$ cat config.mk
export PLATFORM = sky130hd
export DESIGN_NAME = pwm_edge_gen
export DESIGN_NICKNAME = d
export VERILOG_FILES = /design/src/rtl/pwm_edge_gen.sv
export SDC_FILE = /design/constraint.sdc
export NUM_CORES = 1
export LEC_CHECK = 0
export BUFFER_PORTS_ARGS = -buffer_cell sky130_fd_sc_hd__buf_2
export CORE_MARGIN = 2
export CORE_UTILIZATION = 55
export DETAILED_ROUTE_END_ITERATION = 7
export PLACE_DENSITY = 0.79
export SLEW_MARGIN = 40
export SYNTH_ARGS = -nofsm -noshare
export SYNTH_HDL_FRONTEND = slang
export SYNTH_SLANG_ARGS = --single-unit
$ cat constraint.sdc
create_clock -name clk -period 3.7 [get_ports clk]
set_input_delay 0.74 -clock clk [delete_from_list [all_inputs] [get_ports clk]]
set_output_delay 0.74 -clock clk [all_outputs]
set_load 0.1 [all_outputs]
$ cat src/rtl/pwm_edge_gen.sv
module pwm_edge_gen #(
  parameter int          NUM_CH      = 16,
  parameter logic [15:0] SHADOW_MASK = 16'hFF00
) (
  input  logic              clk,
  input  logic              rst_n,
  input  logic [7:0]        bus_addr,
  input  logic              bus_we,
  input  logic [7:0]        bus_wdata,
  output logic [7:0]        bus_rdata,
  output logic [NUM_CH-1:0] pwm_out
);
  localparam logic [15:0] CH_MASK =
    (NUM_CH >= 16) ? 16'hFFFF : 16'((32'd1 << NUM_CH) - 32'd1);

  logic [7:0]  presc_q, period_q, pre_cnt, step_cnt;
  logic        sync_q;
  logic [15:0] en_q;
  logic [15:0][7:0] rise_v, fall_v;
  logic [NUM_CH-1:0] out_v;

  wire tick     = pre_cnt >= presc_q;
  wire wrap     = tick && (step_cnt >= period_q);
  wire first    = pre_cnt == 8'd0;
  wire edge_hit = (bus_addr[1:0] == 2'b00) && (bus_addr >= 8'h10) && (bus_addr < 8'h90);
  wire [3:0] ech   = bus_addr[6:3] - 4'd2;
  wire       efall = bus_addr[2];

  always_ff @(posedge clk or negedge rst_n) begin
    if (!rst_n) begin
      pre_cnt  <= '0;
      step_cnt <= '0;
    end else begin
      pre_cnt <= tick ? 8'd0 : pre_cnt + 8'd1;
      if (tick) step_cnt <= wrap ? 8'd0 : step_cnt + 8'd1;
    end
  end

  always_ff @(posedge clk or negedge rst_n) begin
    if (!rst_n) begin
      presc_q  <= '0;
      period_q <= '0;
      sync_q   <= 1'b0;
      en_q     <= '0;
    end else if (bus_we) begin
      case (bus_addr)
        8'h00: presc_q     <= bus_wdata;
        8'h04: period_q    <= bus_wdata;
        8'h08: en_q[7:0]   <= bus_wdata & CH_MASK[7:0];
        8'h0C: en_q[15:8]  <= bus_wdata & CH_MASK[15:8];
        8'hE4: sync_q      <= bus_wdata[0];
        default: ;
      endcase
    end
  end

  for (genvar c = 0; c < 16; c++) begin : g_ch
    if (c < NUM_CH) begin : g_on
      localparam bit SHADOW = SHADOW_MASK[c];
      logic [7:0] rise_sh, fall_sh, rise_act, fall_act;
      logic       o_q;
      wire sel   = bus_we && edge_hit && (ech == 4'(c));
      wire wr_r  = sel && !efall;
      wire wr_f  = sel && efall;
      wire defer = SHADOW && sync_q;
      wire hit_r = first && (step_cnt == rise_act);
      wire hit_f = first && (step_cnt == fall_act);

      always_ff @(posedge clk or negedge rst_n) begin
        if (!rst_n) begin
          rise_sh  <= '0;
          fall_sh  <= '0;
          rise_act <= '0;
          fall_act <= '0;
        end else begin
          if (wr_r) rise_sh <= bus_wdata;
          if (wr_f) fall_sh <= bus_wdata;
          if (wr_r && !defer)      rise_act <= bus_wdata;
          else if (SHADOW && wrap) rise_act <= rise_sh;
          if (wr_f && !defer)      fall_act <= bus_wdata;
          else if (SHADOW && wrap) fall_act <= fall_sh;
        end
      end

      always_ff @(posedge clk or negedge rst_n) begin
        if (!rst_n)              o_q <= 1'b0;
        else if (!en_q[c])       o_q <= 1'b0;
        else if (hit_r && hit_f) o_q <= ~o_q;
        else if (hit_r)          o_q <= 1'b1;
        else if (hit_f)          o_q <= 1'b0;
      end

      assign rise_v[c] = rise_act;
      assign fall_v[c] = fall_act;
      assign out_v[c]  = o_q;
    end else begin : g_off
      assign rise_v[c] = '0;
      assign fall_v[c] = '0;
    end
  end

  always_comb begin
    bus_rdata = '0;
    case (bus_addr)
      8'h00: bus_rdata = presc_q;
      8'h04: bus_rdata = period_q;
      8'h08: bus_rdata = en_q[7:0];
      8'h0C: bus_rdata = en_q[15:8];
      8'hE4: bus_rdata = {7'd0, sync_q};
      default: if (edge_hit) bus_rdata = efall ? fall_v[ech] : rise_v[ech];
    endcase
  end

  assign pwm_out = out_v;
endmodule

==> metrics.log, run 1 <==
INFO  metric clkSlewWorstSetupHoldPaths = 0.06 ns
INFO  metric layout.area.seq = 0.01125 mm2
INFO  metric critical_path_class = in2out
INFO  metric yosysWarnings = 0
INFO  metric cpLargestDelayFamily = buffers and inverters
INFO  metric netlist_top_cells_count = sky130_fd_sc_hd__dfrtp_1, sky130_fd_sc_hd__mux2_2, sky130_fd_sc_hd__xor2_1
INFO  metric multi_input_area = between 0.01 and 0.015 mm2
INFO  metric first_iter_violations = 1933
INFO  metric per_instance_average_area_after_synthesis = ~12 um2
INFO  metric asyncSetResetFlopFracSynth = 1.000
INFO  metric critical_path_start_type = input port
INFO  metric standard_cell_with_the_maximum_stage_delay_on_the_critical_path = sky130_fd_sc_hd__mux4_2
INFO  metric finish.net_count = 2084
INFO  metric overflow = 0
INFO  metric final-setup-viol-count = 0
INFO  metric totalNegativeSetupSlack = 0 ns
INFO  metric worst_ep_required_time = 2.96 ns
INFO  metric startpoint_of_the_worst_register_to_register_path = period_q[2]
INFO  metric grt_setup_unrepaired = true
INFO  metric worstSetupEndpointType = output pin
INFO  metric crit_chain = buf_4 > buf_4 > buf_4 > buf_4 > mux4_2 > a221oi_1 > buf_4 > o221ai_4 > buf_12
INFO  metric syn_inst = 2009
INFO  metric powerDensity = 436.1 mW/mm2
INFO  metric shortest_clock_period_the_worst_path_allows_after_layout = 3.677 ns
INFO  metric port_buffers = 42
INFO  metric holdCritPathClass = in2async
INFO  metric critical_path.max_stage_delay = 0.39 ns
INFO  metric hold_viol_final = 0
INFO  metric cpMostUsedCell = sky130_fd_sc_hd__buf_4
INFO  metric n_fill_cell = 3347
INFO  metric netlist.top_cell.by_area = sky130_fd_sc_hd__dfrtp_1
INFO  metric cp_data_arrival_time = 2.94 ns
INFO  metric synth.top_cell.area_share = 0.4619
INFO  metric reg2reg_slack = a little under 0.5 ns
INFO  metric die_width = 214.3 um
INFO  metric post_route_cells_drive_above_1_share = 0.3139
INFO  metric max_clock_freq = 0.2719 GHz
INFO  metric finish.utilization = 0.6198
INFO  metric run_status = completed
INFO  metric yosysUniqueCellTypes = 55
INFO  metric post_drt_via_cell_ratio = 6.475
INFO  metric wire_length_of_the_first_global_routing_pass = 111.0 mm
INFO  metric ctsLongestPathBuffers = 3
INFO  metric place_congestion = 1.026
INFO  metric die_area = 0.04592 mm2
INFO  metric synth_area = 0.02432 mm2
INFO  metric cts_tree = built
INFO  metric ff2ff_path_depth = 9
INFO  metric routed-via-count = 17300
INFO  metric worstMarginPinSlew = approximately 0.84 ns
INFO  metric grt_start_max_net_pins = 87
INFO  metric maxSlewViolCount = 0
INFO  metric antenna_found_initial = 2
INFO  metric r2r_end = g_ch[8].g_on.fall_act[4]
INFO  metric postSynth.topFlopCell = sky130_fd_sc_hd__dfrtp_1
INFO  metric peakVddDrop = 403.3 uV
INFO  metric layout_worst_path_cycle_share = 0.9938
INFO  metric syn_to_final_growth = 11.94%
INFO  metric final.setup_skew = 0.01324 ns
INFO  metric post_detail_place_hpwl = 50.08 mm
INFO  metric die_y = around 210 um
INFO  metric core = roughly 0.044 mm2
INFO  metric cts_hold_repair.buffers = 0
INFO  metric cts_made_buffers = between 40 and 50
INFO  metric drc = 0
INFO  metric floorplan.initialDensity = 0.5537
INFO  metric route.antenna.remaining_nets = 0
INFO  metric synth_top_cells_by_area = sky130_fd_sc_hd__dfrtp_1, sky130_fd_sc_hd__mux2_2, sky130_fd_sc_hd__xor2_1
INFO  metric slew_headroom = 0.4345
INFO  metric power.static_leakage = 12.27 nW
INFO  metric clockRootBuffer = sky130_fd_sc_hd__clkbuf_16
INFO  metric post-synth-top-count-cell = sky130_fd_sc_hd__dfrtp_1
INFO  metric globalRouteTotalUtil = 0.3203
INFO  metric totalWireLength = around 73 mm
INFO  metric hold-worst-slack = 0.1366 ns
INFO  metric worstPathMaxFanout = 22
INFO  metric synth_seq_cells = 449
INFO  metric number_of_flops_mapped_to_enable_cells_by_yosys = 0
INFO  metric clkSinkCount = 449
INFO  metric cts_setup_buffers = 0
INFO  metric dr.pass1.iters = 6
INFO  metric number_of_h_tree_levels = 2
INFO  metric ys_seq_area_frac = 0.4619
INFO  metric mappedNetlistNets = between 2000 and 2500
INFO  metric std_cell_rows = 77
INFO  metric number_of_top_level_pins = 43
INFO  metric worstSkewPairLatency = 0.59 ns
INFO  metric timing.max_cap.violations = 0
INFO  metric worst-path-buf-inv = 6
INFO  metric vias_in_the_first_global_route = 17690
INFO  metric wl_per_cell = 27.32 um
==> layout make-up <==
type / count / area share
inverters: 21 / 0.002895
well taps: 592 / 0.02720
multi-input cells: 1373 / 0.4526
clock inverters: 17 / 0.007353
clock buffers: 66 / 0.04765
repair buffers: 151 / 0.04894
diodes: 3 / 0.0002757
flip-flops and latches: 449 / 0.4130
==> sequential cells by signal, indices dropped and copies added (netlist names) <==
name                flops
g_ch.g_on.defer         1
period_q                8
g_ch.g_on.fall_act    128
step_cnt                8
g_ch.g_on.o_q          16
g_ch.g_on.rise_act    128
g_ch.g_on.rise_sh      64
pre_cnt                 8
en_q                   16
presc_q                 8
g_ch.g_on.fall_sh      64
==> what timing repair did <==
action / 4_1_cts / 5_1_grt
cloned: 0 / 0
endpoints found under the setup margin: 2 / 8
pin swaps: 0 / 0
resized for setup: 0 / 10
==> per-stage QoR <==
step / instance area, um2 / worst slack (ns) / power [mW] / cells
after floorplan: 24430 / -0.2061 / 6.534 / 2009
after global placement: 25660 / 0.04554 / 7.145 / 2586
after detailed placement: 25670 / -0.01654 / 7.222 / 2586
after CTS: 27170 / -0.007806 / 11.88 / 2669
after global routing: 27220 / -0.007143 / 12.26 / 2669
final: 27230 / 0.02283 / 11.88 / 2672
==> kinds of logic after synthesis <==
| family | share of synthesized area |
|---|---|
| muxes | 0.2503 |
| AOI/OAI and AO/OA | 0.05977 |
| DFF | 0.4619 |
| and+or+nand+nor | 0.08323 |
| xor gates and xnor gates | 0.09506 |
| adders and majority gates | 0.01132 |
| buffers and inverters | 0.03837 |
==> report_power, final <==
group          internal (mW)  switching, mW  total (mW)
sequential              5.26          0.424        5.68
combinational          0.692          0.817        1.51
clock                   2.72           1.96        4.68
total                   8.68           3.20        11.9
==> per-layer routing <==
layer,global-route usage,vias up,wire (um)
li1,-,7270,-
met1,0.4235,8763,28460
met2,0.5014,1008,33480
met3,0.07234,261,7123
met4,0.1586,0,3930
met5,0,-,0
==> how the worst max path moves through the flow <==
stage	start	to	slack, ns	cells after the start
after floorplan	bus_addr[4]	bus_rdata[4]	-0.21	8
after global placement	bus_addr[5]	bus_rdata[7]	0.05	11
after detailed placement	bus_addr[5]	bus_rdata[7]	-0.02	11
after CTS	bus_addr[5]	bus_rdata[7]	-0.008	11
after global routing	bus_addr[5]	bus_rdata[7]	-0.007	12
final	bus_addr[4]	bus_rdata[7]	0.02	9
==> placed cells by master, fill, tap and decap left out, types with 22 or more instances in the layout <==
master                        n
sky130_fd_sc_hd__mux2i_1    129
sky130_fd_sc_hd__dfrtp_1    441
sky130_fd_sc_hd__nor4_1      48
sky130_fd_sc_hd__mux4_2      72
sky130_fd_sc_hd__nand2_1     71
sky130_fd_sc_hd__clkbuf_16   47
sky130_fd_sc_hd__nor2_1     121
sky130_fd_sc_hd__buf_2       30
sky130_fd_sc_hd__a21oi_1     92
sky130_fd_sc_hd__o21ai_0     38
sky130_fd_sc_hd__buf_4       98
sky130_fd_sc_hd__xor2_1     242
sky130_fd_sc_hd__nand4_1     24
sky130_fd_sc_hd__mux2_2     280
sky130_fd_sc_hd__ha_1        22
(Power assumes the default switching activity.)
==> inputs of run 2 (changes only) <==
CORE_MARGIN = 10   (was 2)
CORE_UTILIZATION = 64   (was 55)
PLACE_DENSITY = 0.81   (was 0.79)
==> metrics.log, run 2 (synthesis results as in run 1) <==
INFO  metric wire_length_of_the_first_global_routing_pass = 106.9 mm (-3.8%)
INFO  metric biggestRegsByFlops = g_ch.g_on.fall_act: 128 flops, g_ch.g_on.rise_act: 128 flops
INFO  metric shortest_clock_period_the_worst_path_allows_after_layout = 3.623 ns (-0.05423 ns)
INFO  metric drc = 0 (unchanged)
INFO  metric globalRouteTotalUtil = 0.2989 (-0.02132)
INFO  metric totalWireLength = 69.74 mm (-4.5%)
INFO  metric r2r_end = g_ch[15].g_on.fall_act[0]
INFO  metric routed-via-count = 17120 (-1.1%)
INFO  metric final_common_cell = sky130_fd_sc_hd__dfrtp_1
INFO  metric run_status = completed
INFO  metric syn_to_final_growth = 11.02%
INFO  metric cp_data_arrival_time = 2.88 ns (-0.06 ns)
INFO  metric grt_start_max_net_pins = 93 (+6.9%)
INFO  metric layout_worst_path_cycle_share = 0.9792 (-0.01466)
INFO  metric reg2reg_slack = 0.55 ns (+0.06 ns)
INFO  metric max_clock_freq = 0.2760 GHz (+1.5%)
INFO  metric die_y = 215.0 um (+0.31%)
INFO  metric hold_viol_final = 0 (unchanged)
INFO  metric port_buffers = 42 (unchanged)
INFO  metric post_route_cells_drive_above_1_share = 0.3078 (-0.006110)
INFO  metric power.static_leakage = 12.20 nW (-0.55%)
INFO  metric final-setup-viol-count = 0 (unchanged)
INFO  metric die_area = 0.04620 mm2 (+0.61%)
INFO  metric post-route-worst-setup-slack = 0.07706 ns (+0.05423 ns)
INFO  metric finish.net_count = 2067 (-0.82%)
INFO  metric number_of_h_tree_levels = 2 (unchanged)
INFO  metric clkSlewWorstSetupHoldPaths = 0.06 ns (about the same)
INFO  metric antenna_found_initial = 0 (-2)
INFO  metric worstSkewPairLatency = 0.59 ns (about the same)
INFO  metric insertedDiodeCount = 0 (-3)
INFO  metric overflow = 0 (unchanged)
INFO  metric post_detail_place_hpwl = 46.85 mm (-6.5%)
INFO  metric number_of_top_level_pins = 43 (unchanged)
INFO  metric design_power_total = 11.94 mW (+0.55%)
INFO  metric clkSinkCount = 449 (unchanged)
INFO  metric ff2ff_path_depth = 9 (unchanged)
INFO  metric vias_in_the_first_global_route = 17360 (-1.9%)
INFO  metric wl_per_cell = 27.09 um (-0.82%)
INFO  metric layout.cells.most_common_list = sky130_fd_sc_hd__dfrtp_1, sky130_fd_sc_hd__mux2_2, sky130_fd_sc_hd__xor2_1, sky130_fd_sc_hd__mux2i_1, sky130_fd_sc_hd__nor2_1
INFO  metric fin_area = 0.02700 mm2 (-0.82%)
INFO  metric worst_ep_required_time = 2.96 ns (about the same)
INFO  metric worstPathMaxFanout = 78 (+250%)
INFO  metric grt_setup_unrepaired = false
INFO  metric maxSlewViolCount = 0 (unchanged)
INFO  metric dr.pass1.iters = 5 (-1)
INFO  metric clockRootBuffer = sky130_fd_sc_hd__clkbuf_16
INFO  metric route.antenna.remaining_nets = 0 (unchanged)
INFO  metric timing.max_cap.violations = 0 (unchanged)
INFO  metric place_congestion = 1.006 (-2.0%)
INFO  metric cts_tree = built
INFO  metric post_drt_via_cell_ratio = 6.651 (+2.7%)
INFO  metric worstMarginPinSlew = 0.8496 ns (+0.009094 ns)
INFO  metric floorplan.initialDensity = 0.6473 (+0.09363)
INFO  metric die_width = 215.0 um (+0.31%)
INFO  metric placedInstanceArea = 0.02539 mm2 (-1.1%)
INFO  metric worstSetupEndpointType = output pin
INFO  metric powerDensity = 442.2 mW/mm2 (+1.4%)
INFO  metric first_iter_violations = 1911 (-1.1%)
INFO  metric peakVddDrop = 390.9 uV (-3.1%)
INFO  metric cts_hold_repair.buffers = 0 (unchanged)
INFO  metric startpoint_of_the_worst_register_to_register_path = period_q[2]
INFO  metric holdCritPathClass = in2async
INFO  metric cts_setup_buffers = 0 (unchanged)
INFO  metric finish.utilization = 0.7186 (+0.09885)
INFO  metric ctsLongestPathBuffers = 3 (unchanged)
INFO  metric std_cell_rows = 71 (-7.8%)
INFO  metric placement.setup.worst_slack = 0.05208 ns (+0.06862 ns)
INFO  metric n_fill_cell = 2502 (-25%)
INFO  metric core = 0.03758 mm2 (-14%)
INFO  metric final.setup_skew = 0.01934 ns (+0.006102 ns)
INFO  metric critical_path_class = in2out
INFO  metric cts_made_buffers = 48 (+2.1%)
INFO  metric slew_headroom = 0.4284 (-0.006118)
INFO  metric critical_path_start_type = input port
run 2: cell types whose count changed in the layout (fill, tap and decap cells not counted), sizes merged:
cell,previous run,this run
buf,151,133
clkbuf,66,72
diode,3,0
clkinv,11,9
bufinv,4,3
clkinvlp,0,1
run 2: how the worst max path moves through the flow:
stage	cells past startpoint	slack, ns	start	endpoint
after global routing	11	0.009	bus_addr[5]	bus_rdata[3]
after global placement	8	0.09	bus_addr[3]	bus_rdata[0]
after CTS	7	0.06	bus_addr[3]	bus_rdata[0]
final	8	0.08	bus_addr[4]	bus_rdata[0]
after detailed placement	7	0.05	bus_addr[3]	bus_rdata[0]
after floorplan	8	-0.21	bus_addr[4]	bus_rdata[4]
run 2: per-stage QoR:
step                instances  setup TNS (ns)  hold WS, ns
CTS                      2574               0       0.2231
detailed placement       2487               0       0.4820
global route             2574               0       0.2408
finish                   2574               0       0.1870
global placement         2487               0       0.4719
floorplan                2009         -0.6183       0.4444
run 2: metal layers:
| metal | vias up | GRT usage | wire length (um) |
|---|---|---|---|
| li1 | 7230 | - | - |
| met1 | 8695 | 0.4121 | 27900 |
| met2 | 1003 | 0.4507 | 31630 |
| met3 | 191 | 0.06278 | 7215 |
| met4 | 0 | 0.1312 | 2994 |
| met5 | - | 0 | 0 |
run 2: critical path, cell delays in order:
cell	delay (ns)
sky130_fd_sc_hd__buf_4	0.13
sky130_fd_sc_hd__buf_12	0.31
sky130_fd_sc_hd__mux4_2	0.44
sky130_fd_sc_hd__a22o_1	0.25
sky130_fd_sc_hd__a221oi_1	0.31
sky130_fd_sc_hd__buf_4	0.20
sky130_fd_sc_hd__o221ai_4	0.12
sky130_fd_sc_hd__buf_12	0.21
run 2: what timing repair did:
item / in CTS / in global routing
resized for setup: 0 / 8
hold endpoints to repair: 0 / 0
endpoints found under the setup margin: 0 / 5
run 2: report_power, final:
group	internal [mW]	total (mW)	leakage, nW	switching (mW)
registers	5.26	5.68	5.55	0.419
clock network	2.84	4.81	0.778	1.97
logic	0.672	1.45	5.87	0.776
total	8.78	11.9	12.2	3.17
run 2: area by class of cell:
class | count | area, um2 | share of cell area
inverters | 21 | 78.83 | 0.002919
repair buffers | 133 | 1167 | 0.04323
clock buffers | 72 | 1413 | 0.05231
flip-flops and latches | 449 | 11250 | 0.4165
clock inverters | 15 | 163.9 | 0.006070
well taps | 511 | 639.4 | 0.02368
multi-input cells | 1373 | 12300 | 0.4553
